$ cat config.mk
export PLATFORM = sky130hd
export DESIGN_NAME = dma_prio_arb
export DESIGN_NICKNAME = d
export VERILOG_FILES = /design/src/rtl/dma_arb_pkg.sv /design/src/rtl/dma_grp_gate.sv /design/src/rtl/dma_prio_pick.sv /design/src/rtl/dma_bus_stage.sv /design/src/rtl/dma_prio_arb.sv
export SDC_FILE = /design/constraint.sdc
export NUM_CORES = 1
export LEC_CHECK = 0
export BUFFER_PORTS_ARGS = -buffer_cell sky130_fd_sc_hd__buf_2
export CAP_MARGIN = 40
export CORE_AREA = 3 3 342 344
export CTS_CLUSTER_DIAMETER = 150
export DETAILED_ROUTE_END_ITERATION = 6
export DIE_AREA = 0 0 345 347
export HOLD_SLACK_MARGIN = 0.1
export PLACE_DENSITY_LB_ADDON = 0.08
export SLEW_MARGIN = 20
export SYNTH_ARGS = -nofsm -noshare
export SYNTH_HDL_FRONTEND = slang
export SYNTH_SLANG_ARGS = --single-unit
$ cat constraint.sdc
create_clock -name clk_i -period 8.1 [get_ports clk_i]
set_input_delay 2.43 -clock clk_i [delete_from_list [all_inputs] [get_ports clk_i]]
set_output_delay 2.43 -clock clk_i [all_outputs]
set_load 0.02 [all_outputs]
$ cat src/rtl/dma_arb_pkg.sv
package dma_arb_pkg;

  typedef enum logic [1:0] {
    GRP_SER = 2'd0,
    GRP_PAR = 2'd1,
    GRP_IDP = 2'd2,
    GRP_SPI = 2'd3
  } grp_e;

  localparam int unsigned NUM_GRP = 4;

  // Channel-to-group map; groups occupy contiguous index ranges in priority order
  function automatic grp_e grp_of(int unsigned ch, int unsigned n_ser,
                                  int unsigned n_par, int unsigned n_idp);
    if (ch < n_ser)               return GRP_SER;
    if (ch < n_ser + n_par)       return GRP_PAR;
    if (ch < n_ser + n_par + n_idp) return GRP_IDP;
    return GRP_SPI;
  endfunction

endpackage

$ cat src/rtl/dma_grp_gate.sv
module dma_grp_gate
  import dma_arb_pkg::*;
#(
  parameter int unsigned N_SER = 12,
  parameter int unsigned N_PAR = 1,
  parameter int unsigned N_IDP = 8,
  parameter int unsigned N_SPI = 2,
  localparam int unsigned N_CH = N_SER + N_PAR + N_IDP + N_SPI
) (
  input  logic [N_CH-1:0]    req_i,
  input  logic [NUM_GRP-1:0] grp_en_i,
  input  logic [N_CH-1:0]    hold_i,
  output logic [N_CH-1:0]    elig_o
);

  for (genvar c = 0; c < N_CH; c++) begin : g_ch
    localparam int unsigned GIDX = int'(grp_of(c, N_SER, N_PAR, N_IDP));
    // holding channel sits out one round so a lingering request is not recounted
    assign elig_o[c] = req_i[c] & grp_en_i[GIDX] & ~hold_i[c];
  end

endmodule

$ cat src/rtl/dma_prio_pick.sv
module dma_prio_pick #(
  parameter int unsigned N_CH = 23,
  localparam int unsigned CH_W = $clog2(N_CH)
) (
  input  logic [N_CH-1:0] elig_i,
  output logic [N_CH-1:0] win_o,
  output logic [CH_W-1:0] win_idx_o,
  output logic            any_o
);

  always_comb begin
    win_o     = '0;
    win_idx_o = '0;
    for (int i = N_CH - 1; i >= 0; i--) begin
      if (elig_i[i]) begin
        win_o     = '0;
        win_o[i]  = 1'b1;
        win_idx_o = CH_W'(i);
      end
    end
    any_o = |elig_i;
  end

endmodule

$ cat src/rtl/dma_bus_stage.sv
module dma_bus_stage #(
  parameter int unsigned N_CH   = 23,
  parameter int unsigned DATA_W = 32,
  localparam int unsigned CH_W  = $clog2(N_CH)
) (
  input  logic                   clk_i,
  input  logic                   rst_ni,
  input  logic                   gnt_vld_i,
  input  logic [CH_W-1:0]        gnt_idx_i,
  input  logic                   gnt_wr_i,
  input  logic [N_CH*DATA_W-1:0] per_wdata_i,
  input  logic [DATA_W-1:0]      mem_rdata_i,
  output logic                   xfer_vld_o,
  output logic [CH_W-1:0]        xfer_ch_o,
  output logic                   xfer_wr_o,
  output logic                   mem_we_o,
  output logic [DATA_W-1:0]      bus_o
);

  logic            vld_q;
  logic [CH_W-1:0] ch_q;
  logic            wr_q;

  always_ff @(posedge clk_i or negedge rst_ni) begin
    if (!rst_ni) begin
      vld_q <= 1'b0;
      ch_q  <= '0;
      wr_q  <= 1'b0;
    end else begin
      vld_q <= gnt_vld_i;
      if (gnt_vld_i) begin
        ch_q <= gnt_idx_i;
        wr_q <= gnt_wr_i;
      end
    end
  end

  always_comb begin
    bus_o = '0;
    if (vld_q) begin
      if (wr_q) bus_o = per_wdata_i[int'(ch_q)*DATA_W +: DATA_W];
      else      bus_o = mem_rdata_i;
    end
  end

  assign xfer_vld_o = vld_q;
  assign xfer_ch_o  = ch_q;
  assign xfer_wr_o  = wr_q;
  assign mem_we_o   = vld_q & wr_q;

endmodule

$ cat src/rtl/dma_prio_arb.sv
module dma_prio_arb
  import dma_arb_pkg::*;
#(
  parameter int unsigned N_SER  = 12,
  parameter int unsigned N_PAR  = 1,
  parameter int unsigned N_IDP  = 8,
  parameter int unsigned N_SPI  = 2,
  parameter int unsigned DATA_W = 32,
  localparam int unsigned N_CH  = N_SER + N_PAR + N_IDP + N_SPI,
  localparam int unsigned CH_W  = $clog2(N_CH)
) (
  input  logic                   clk_i,
  input  logic                   rst_ni,
  input  logic [N_CH-1:0]        req_i,
  input  logic [N_CH-1:0]        dir_i,
  input  logic [NUM_GRP-1:0]     grp_en_i,
  input  logic [N_CH*DATA_W-1:0] per_wdata_i,
  input  logic [DATA_W-1:0]      mem_rdata_i,
  output logic [N_CH-1:0]        gnt_o,
  output logic                   xfer_vld_o,
  output logic [CH_W-1:0]        xfer_ch_o,
  output logic                   xfer_wr_o,
  output logic                   mem_we_o,
  output logic [DATA_W-1:0]      bus_o
);

  logic [N_CH-1:0] elig;
  logic [N_CH-1:0] win;
  logic [CH_W-1:0] win_idx;
  logic            win_any;

  logic [N_CH-1:0] gnt_q;
  logic [CH_W-1:0] gnt_idx_q;
  logic            gnt_wr_q;

  dma_grp_gate #(
    .N_SER(N_SER), .N_PAR(N_PAR), .N_IDP(N_IDP), .N_SPI(N_SPI)
  ) i_gate (
    .req_i    (req_i),
    .grp_en_i (grp_en_i),
    .hold_i   (gnt_q),
    .elig_o   (elig)
  );

  dma_prio_pick #(.N_CH(N_CH)) i_pick (
    .elig_i    (elig),
    .win_o     (win),
    .win_idx_o (win_idx),
    .any_o     (win_any)
  );

  always_ff @(posedge clk_i or negedge rst_ni) begin
    if (!rst_ni) begin
      gnt_q     <= '0;
      gnt_idx_q <= '0;
      gnt_wr_q  <= 1'b0;
    end else begin
      gnt_q <= win;
      if (win_any) begin
        gnt_idx_q <= win_idx;
        gnt_wr_q  <= dir_i[win_idx];
      end
    end
  end

  dma_bus_stage #(.N_CH(N_CH), .DATA_W(DATA_W)) i_bus (
    .clk_i       (clk_i),
    .rst_ni      (rst_ni),
    .gnt_vld_i   (|gnt_q),
    .gnt_idx_i   (gnt_idx_q),
    .gnt_wr_i    (gnt_wr_q),
    .per_wdata_i (per_wdata_i),
    .mem_rdata_i (mem_rdata_i),
    .xfer_vld_o  (xfer_vld_o),
    .xfer_ch_o   (xfer_ch_o),
    .xfer_wr_o   (xfer_wr_o),
    .mem_we_o    (mem_we_o),
    .bus_o       (bus_o)
  );

  assign gnt_o = gnt_q;

endmodule

==> reports/qor_table.md, run 1 <==
| Quantity | Reported | Unit |
|:---|:---|:---|
| Outcome | complete, no violations | - |
| Routability cong. | 0.837 | - |
| Clock Sink Count | 36 | - |
| Maximum count of clock buffers along a single path | 2 | - |
| Routed WL | 84100 | µm |
| Global route total overflow | 0 | - |
| CTS tree | yes | - |
| Cell chosen for the clock root | clkbuf_16 | - |
| Placed cell area | 14900 | µm² |
| Number of standard cells after synthesis | 734 | - |
| Final hold violation count | 0 | - |
| Net Count, Synth | 1554 | - |
| Yosys Warn Count | 0 | - |
| Number of buffers inserted by hold repair at cts | 0 | - |
| Mapped Avg Cell Area | 11.9 | µm² |
| Number of buffers inserted during clock tree synthesis | 5 | - |
| Mapped Area | 8700 | µm² |
| Count of instances resized after the clock tree is built | 0 | - |
| Relative slew slack | 0.403 | - |
| Max cap viols | 0 | - |
| Unrepaired setup endpoints after global routing | false | - |
| Post-route standard cell area excluding fillers | 15100 | µm² |
| Metal3 WL | 5930 | µm |
| Worst-Margin Slew | 886 | ps |
| Total power after layout | 2480 | µW |
| WP data required | 5670 | ps |
| Flops & latches, synth | 36 | - |
| First-pass iteration count of the detailed router | 5 | - |
| WL met2 | 45000 | µm |
| Overall track demand over capacity in global routing | 0.134 | - |
| Largest clock skew in the final design | 9.40 | ps |
| Pwr/cell area | 165 | nW/µm² |
| Average wire per cell in the routed design | 27.1 | µm |
| Min-Delay Path Class | reg -> reg | - |
| Initial core utilization | 0.0762 | - |
| Number of H-tree levels | 2 | - |
| Maximum number of pins on one net before global-route repair | 82 | - |
| Half-perimeter wire length after placement | 74000 | µm |
| Synth-to-Final Area Change | 73.5 | % |
| Highest metal used | met5 | - |
| Clock latency on the worst-skew pair | 300 | ps |
| Post-route ant nets | 0 | - |
| Yosys top cell area share | 0.497 | - |
| Placed Cells | 3073 | - |
| Critical Path Sink Type | output pin | - |
| Leakage dissipation | 0.00669 | µW |
| Storage cell area | 922 | µm² |
| Mean number of vias per cell | 3.60 | - |
| VDD IR-drop max | 0.109 | mV |
| Post CTS Setup Buffer Count | 0 | - |
| Share of async-settable or async-resettable flops after synthesis | 1.00 | - |
| Count of vias placed by the detailed router | 11.2k | - |
| Count of endpoints failing setup in the final report | 0 | - |
| Final min period | 6850 | ps |
| Wire length of the first global-routing pass | 111000 | µm |
| Sequential share of the synthesized area | 0.104 | - |
| Drt drc | 0 | - |
| Yosys cell types | 63 | - |
| Post-layout utilization of the core | 0.132 | - |
| Critical path fanouts, max | 1 | - |
| Type of the setup path with the least slack | in -> out | - |
| Final Net Count | 2388 | - |
| Total of fill cells in the finished design | 13.3k | - |
| Number of core rows | 124 | - |
| Antenna violations before repair | 75 | - |
| Die ar. | 120000 | µm² |
| Number of slew-limit violations in the final report | 0 | - |
| Number of ports placed on the die boundary | 883 | - |
| Critical path startpoint category | input pin | - |
| Final total negative setup slack | 0 | ps |
| Quantity of I/O buffers inserted on ports | 882 | - |
| Number of synthesized flops with an enable pin | 0 | - |
| Top_reg_cell synth | dfrtp_1 | - |
| Most common cell after layout, fill and taps aside | buf_2 | - |
| Leading post-synthesis cells by cell area | mux4_2 (50%), dfrtp_1 (10%), mux2i_1 (7.6%) | - |
| Via count of the first global-routing pass | 12.0k | - |
| Number of standard cells in the final layout excluding fillers | 3100 | - |
| M1 WL | 32000 | µm |
| Commonest non-fill, non-tap cells in the layout | buf_2 (885), mux4_2 (192), mux2i_1 (66) | - |
| Die Wd | 345 | µm |
| Core outline area | 114000 | µm² |
| Ratio of final minimum period to clock period | 0.846 | - |
| Drt initial violations | 672 | - |
| Worst endpoint data arrival time | 4420 | ps |
| Post-CTS clock slew at the launch and capture registers of the worst setup and hold paths | 60 | ps |
| Combined area of the multi-input logic cells | 7240 | µm² |
| Die Ht | 347 | µm |
| Max Clock Freq | 146 | MHz |
| Share of cells above drive strength 1 | 0.732 | - |
| Largest area contributor in the synthesized netlist | mux4_2 | - |
final timing paths:
path | to | start | slack [ps] | cells past startpoint
hold reg to reg | gnt_idx_q[2] | gnt_idx_q[2] | 470 | 1
setup reg to reg | gnt_wr_q | gnt_o[16] | 5250 | 8
hold / removal | gnt_idx_q[2] | gnt_idx_q[2] | 470 | 1
min in group asynchronous | gnt_o[13] | rst_ni | 2070 | 1
max in group asynchronous | i_bus.xfer_ch_o[4] | rst_ni | 5540 | 2
setup / recovery | bus_o[31] | per_wdata_i[703] | 1250 | 10
sequential cells by signal, indices dropped and copies added (netlist names):
signal / count
gnt_o: 23
gnt_idx_q: 5
i_bus.xfer_ch_o: 5
gnt_wr_q: 1
i_bus.xfer_vld_o: 1
i_bus.xfer_wr_o: 1
Yosys cell counts, types with 7 or more instances:
cell / n
clkbuf_1: 40
dfrtp_1: 36
clkinv_1: 29
mux2i_1: 66
buf_6: 9
nor4_1: 7
o221ai_1: 33
nand2_1: 58
nor2_1: 23
nand3_1: 13
buf_2: 16
nor2b_1: 16
inv_1: 7
buf_1: 8
mux2_2: 8
mux4_2: 192
o21ai_0: 43
o211a_1: 32
buf_4: 7
nand2b_1: 16
layer usage:
layer  up-vias  global-route usage
met5         -                   0
met4        30              0.0169
met3       106              0.0360
met2       602               0.253
met1      5640               0.153
li1       4786                   -
report_power, final:
part           internal, µW  switching (µW)  leakage (µW)  total [µW]
Sequential              196             110      0.000469         306
Clock                   145            87.9     0.0000810         233
Combinational           926            1020       0.00614        1940
Total                  1270            1220       0.00669        2480
layout make-up:
type	count	share of cell area
multi-input cells	581	0.479
repair buffers	908	0.311
well taps	1512	0.125
flip-flops and latches	36	0.0611
inverters	36	0.00895
clock buffers	6	0.00854
diodes	19	0.00315
clock inverters	2	0.00232
kinds of logic after synthesis:
logic type	Yosys count	share of synthesized area
mux	266	0.583
simple gates	165	0.0997
compound gates	150	0.148
buf+inv	117	0.0654
flops	36	0.104
critical path, stage by stage:
cell      delay (ps)
buf_2             80
mux2i_1           70
o21ai_0          520
buf_4            250
mux4_2           220
inv_1             40
o221ai_1         230
buf_4            240
o211a_1          160
buf_2            160
metrics by stage:
step                      worst slack, ps  hold WS (ps)
after global routing                  981           510
after global placement               1070           458
after floorplan                      1980           442
after detailed placement             1010           463
final                                1250           473
after CTS                            1010           477
No activity file was read; power rests on OpenSTA's default activity.
==> run 2: changes to the inputs <==
--- a/config.mk
+++ b/config.mk
@@ -7,10 +7,10 @@
 export LEC_CHECK = 0
 export BUFFER_PORTS_ARGS = -buffer_cell sky130_fd_sc_hd__buf_2
 export CAP_MARGIN = 40
-export CORE_AREA = 3 3 342 344
+export CORE_AREA = 3 3 345 347
 export CTS_CLUSTER_DIAMETER = 150
 export DETAILED_ROUTE_END_ITERATION = 6
-export DIE_AREA = 0 0 345 347
+export DIE_AREA = 0 0 348 350
 export HOLD_SLACK_MARGIN = 0.1
 export PLACE_DENSITY_LB_ADDON = 0.08
 export SLEW_MARGIN = 20
==> constraint.sdc (replaced) <==
create_clock -name clk_i -period 7.15 [get_ports clk_i]
set_input_delay 2.145 -clock clk_i [delete_from_list [all_inputs] [get_ports clk_i]]
set_output_delay 2.145 -clock clk_i [all_outputs]
set_load 0.02 [all_outputs]
==> reports/qor_table.md, run 2 (same netlist as run 1, synthesis figures left out) <==
| Quantity | Reported | Unit | vs previous |
|:---|:---|:---|:---|
| Outcome | complete, no violations | - |  |
| Post-route ant nets | 0 | - | unchanged |
| Die Wd | 348 | µm | +0.87% |
| Unrepaired setup endpoints after global routing | false | - |  |
| Count of endpoints failing setup in the final report | 0 | - | unchanged |
| Die Ht | 350 | µm | +0.86% |
| Max Clock Freq | 162 | MHz |  |
| Switching Fraction | 0.487 | - | -0.00239 |
| Number of flip-flops under the largest register name | 23 | - | unchanged |
| Placed cell area | 14900 | µm² | +0.40% |
| Post-CTS clock slew at the launch and capture registers of the worst setup and hold paths | 60 | ps | about the same |
| Cell chosen for the clock root | clkbuf_16 | - |  |
| Synth-to-Final Area Change | 74.2 | % |  |
| Most common cell after layout, fill and taps aside | buf_2 | - |  |
| Worst hold-check slack | 479 | ps | +6.16 ps |
| Crit path setup slack, layout | 971 | ps | -280 ps |
| Wire length of the first global-routing pass | 109000 | µm | -1.5% |
| Setup slack after placement | 943 | ps | -67.1 ps |
| Drt drc | 0 | - | unchanged |
| Maximum number of pins on one net before global-route repair | 74 | - | -9.8% |
| Clock Sink Count | 36 | - | unchanged |
| Via count of the first global-routing pass | 12.2k | - | +1.7% |
| Logic gate share of total power | 0.788 | - | +0.005 |
| Routed WL | 84600 | µm | +0.50% |
| Pwr/cell area | 185 | nW/µm² | +13% |
| Relative slew slack | 0.473 | - | +0.0706 |
| Overall track demand over capacity in global routing | 0.131 | - | -0.00304 |
| Final min period | 6180 | ps |  |
| Power dissipated by switching net loads | 1370 | µW | +12% |
| Total of fill cells in the finished design | 13.4k | - | +1.2% |
| WP data required | 5010 | ps | -660 ps |
| Drt initial violations | 504 | - | -25% |
| VDD IR-drop max | 0.0745 | mV | -32% |
| Mean number of vias per cell | 3.55 | - | -1.4% |
| Final hold violation count | 0 | - | unchanged |
| Critical Path Sink Type | output pin | - |  |
| Number of H-tree levels | 2 | - | unchanged |
| Number of ports placed on the die boundary | 883 | - | unchanged |
| Worst-Margin Slew | 782 | ps | -105 ps |
| Type of the setup path with the least slack | in -> out | - |  |
| Routability cong. | 0.814 | - | -2.7% |
| Final total negative setup slack | 0 | ps | unchanged |
| First-pass iteration count of the detailed router | 5 | - | unchanged |
| Count of instances resized after the clock tree is built | 0 | - | unchanged |
| Critical path startpoint category | input pin | - |  |
| Die ar. | 122000 | µm² | +1.7% |
| Number of buffers inserted during clock tree synthesis | 5 | - | unchanged |
| Number of core rows | 125 | - | +0.81% |
| Antenna violations before repair | 83 | - | +11% |
| Max cap viols | 0 | - | unchanged |
| Initial core utilization | 0.0749 | - | -0.00132 |
| Final Net Count | 2389 | - | +0.042% |
| Min-Delay Path Class | reg -> reg | - |  |
| Share of cells above drive strength 1 | 0.732 | - | about the same |
| Count of vias placed by the detailed router | 11.0k | - | -1.1% |
| Average wire per cell in the routed design | 27.2 | µm | +0.15% |
| Post CTS Setup Buffer Count | 0 | - | unchanged |
| Critical path fanouts, max | 2 | - | +1 |
| Global route total overflow | 0 | - | unchanged |
| Core outline area | 116000 | µm² | +1.8% |
| Register share of total power | 0.117 | - | -0.006 |
| Half-perimeter wire length after placement | 74300 | µm | +0.41% |
| Worst endpoint data arrival time | 4030 | ps | -390 ps |
| Number of buffers inserted by hold repair at cts | 0 | - | unchanged |
| Post-route standard cell area excluding fillers | 15200 | µm² | +0.37% |
| Ratio of final minimum period to clock period | 0.864 | - |  |
| Quantity of I/O buffers inserted on ports | 882 | - | unchanged |
| Internal power summed over all cells | 1440 | µW | +14% |
| Number of slew-limit violations in the final report | 0 | - | unchanged |
| Leakage dissipation | 0.00671 | µW | +0.28% |
| Clock latency on the worst-skew pair | 300 | ps | about the same |
| Total power after layout | 2810 | µW | +13% |
| Setup slack, reg-to-reg | 4330 | ps | -920 ps |
| Largest clock skew in the final design | 9.04 | ps | -0.359 ps |
| Commonest non-fill, non-tap cells in the layout | buf_2 (883), mux4_2 (192), mux2i_1 (66) | - |  |
| Clock network fraction of design power | 0.095 | - | about the same |
| Maximum count of clock buffers along a single path | 2 | - | unchanged |
| CTS tree | yes | - |  |
-- run 2: cell count changes in the layout (fill, tap and decap cells not counted), sizes merged --
cell / previous run / this run
buf: 908 / 909
diode: 19 / 17
-- run 2: final timing paths --
check,depth (start not counted),start,to
setup / recovery,7,per_wdata_i[224],bus_o[0]
hold / removal,2,gnt_idx_q[3],gnt_idx_q[3]
setup reg to reg,7,gnt_o[1],gnt_idx_q[0]
hold reg to reg,2,gnt_idx_q[3],gnt_idx_q[3]
max in group asynchronous,2,rst_ni,i_bus.xfer_wr_o
min in group asynchronous,1,rst_ni,gnt_o[13]
-- run 2: area by class of cell --
cell class	count	area [µm²]	area share
diodes	17	42.5	0.00281
clock buffers	6	129	0.00851
clock inverters	2	35.0	0.00231
inverters	36	135	0.00892
multi-input cells	581	7240	0.478
flip-flops and latches	36	922	0.0609
well taps	1524	1910	0.126
repair buffers	909	4740	0.313
-- run 2: critical path: stages --
cell,delay [ps]
buf_2,100
mux4_2,530
mux4_2,500
inv_1,270
o221ai_1,170
o211a_1,140
buf_2,160
-- run 2: stage by stage --
stage / instances / util
2_1_floorplan: 734 / -
3_3_place_gp: 3080 / 0.128
3_5_place_dp: 3086 / 0.129
4_1_cts: 3094 / 0.130
5_1_grt: 3100 / 0.130
6_report: 3111 / 0.130
-- run 2: power groups by stage --
stage | logic, µW | clock network [µW] | registers [µW]
2_1_floorplan | 1400 | 0 | 247
3_3_place_gp | 2270 | 0 | 344
3_5_place_dp | 2290 | 0 | 345
4_1_cts | 2300 | 278 | 341
5_1_grt | 2400 | 285 | 343
6_report | 2210 | 266 | 328
-- run 2: layer usage --
metal	vias up	share of wire	GRT usage
li1	4787	-	-
met1	5507	0.37	0.145
met2	595	0.54	0.254
met3	119	0.069	0.0335
met4	34	0.012	0.0192
met5	-	0.0026	0
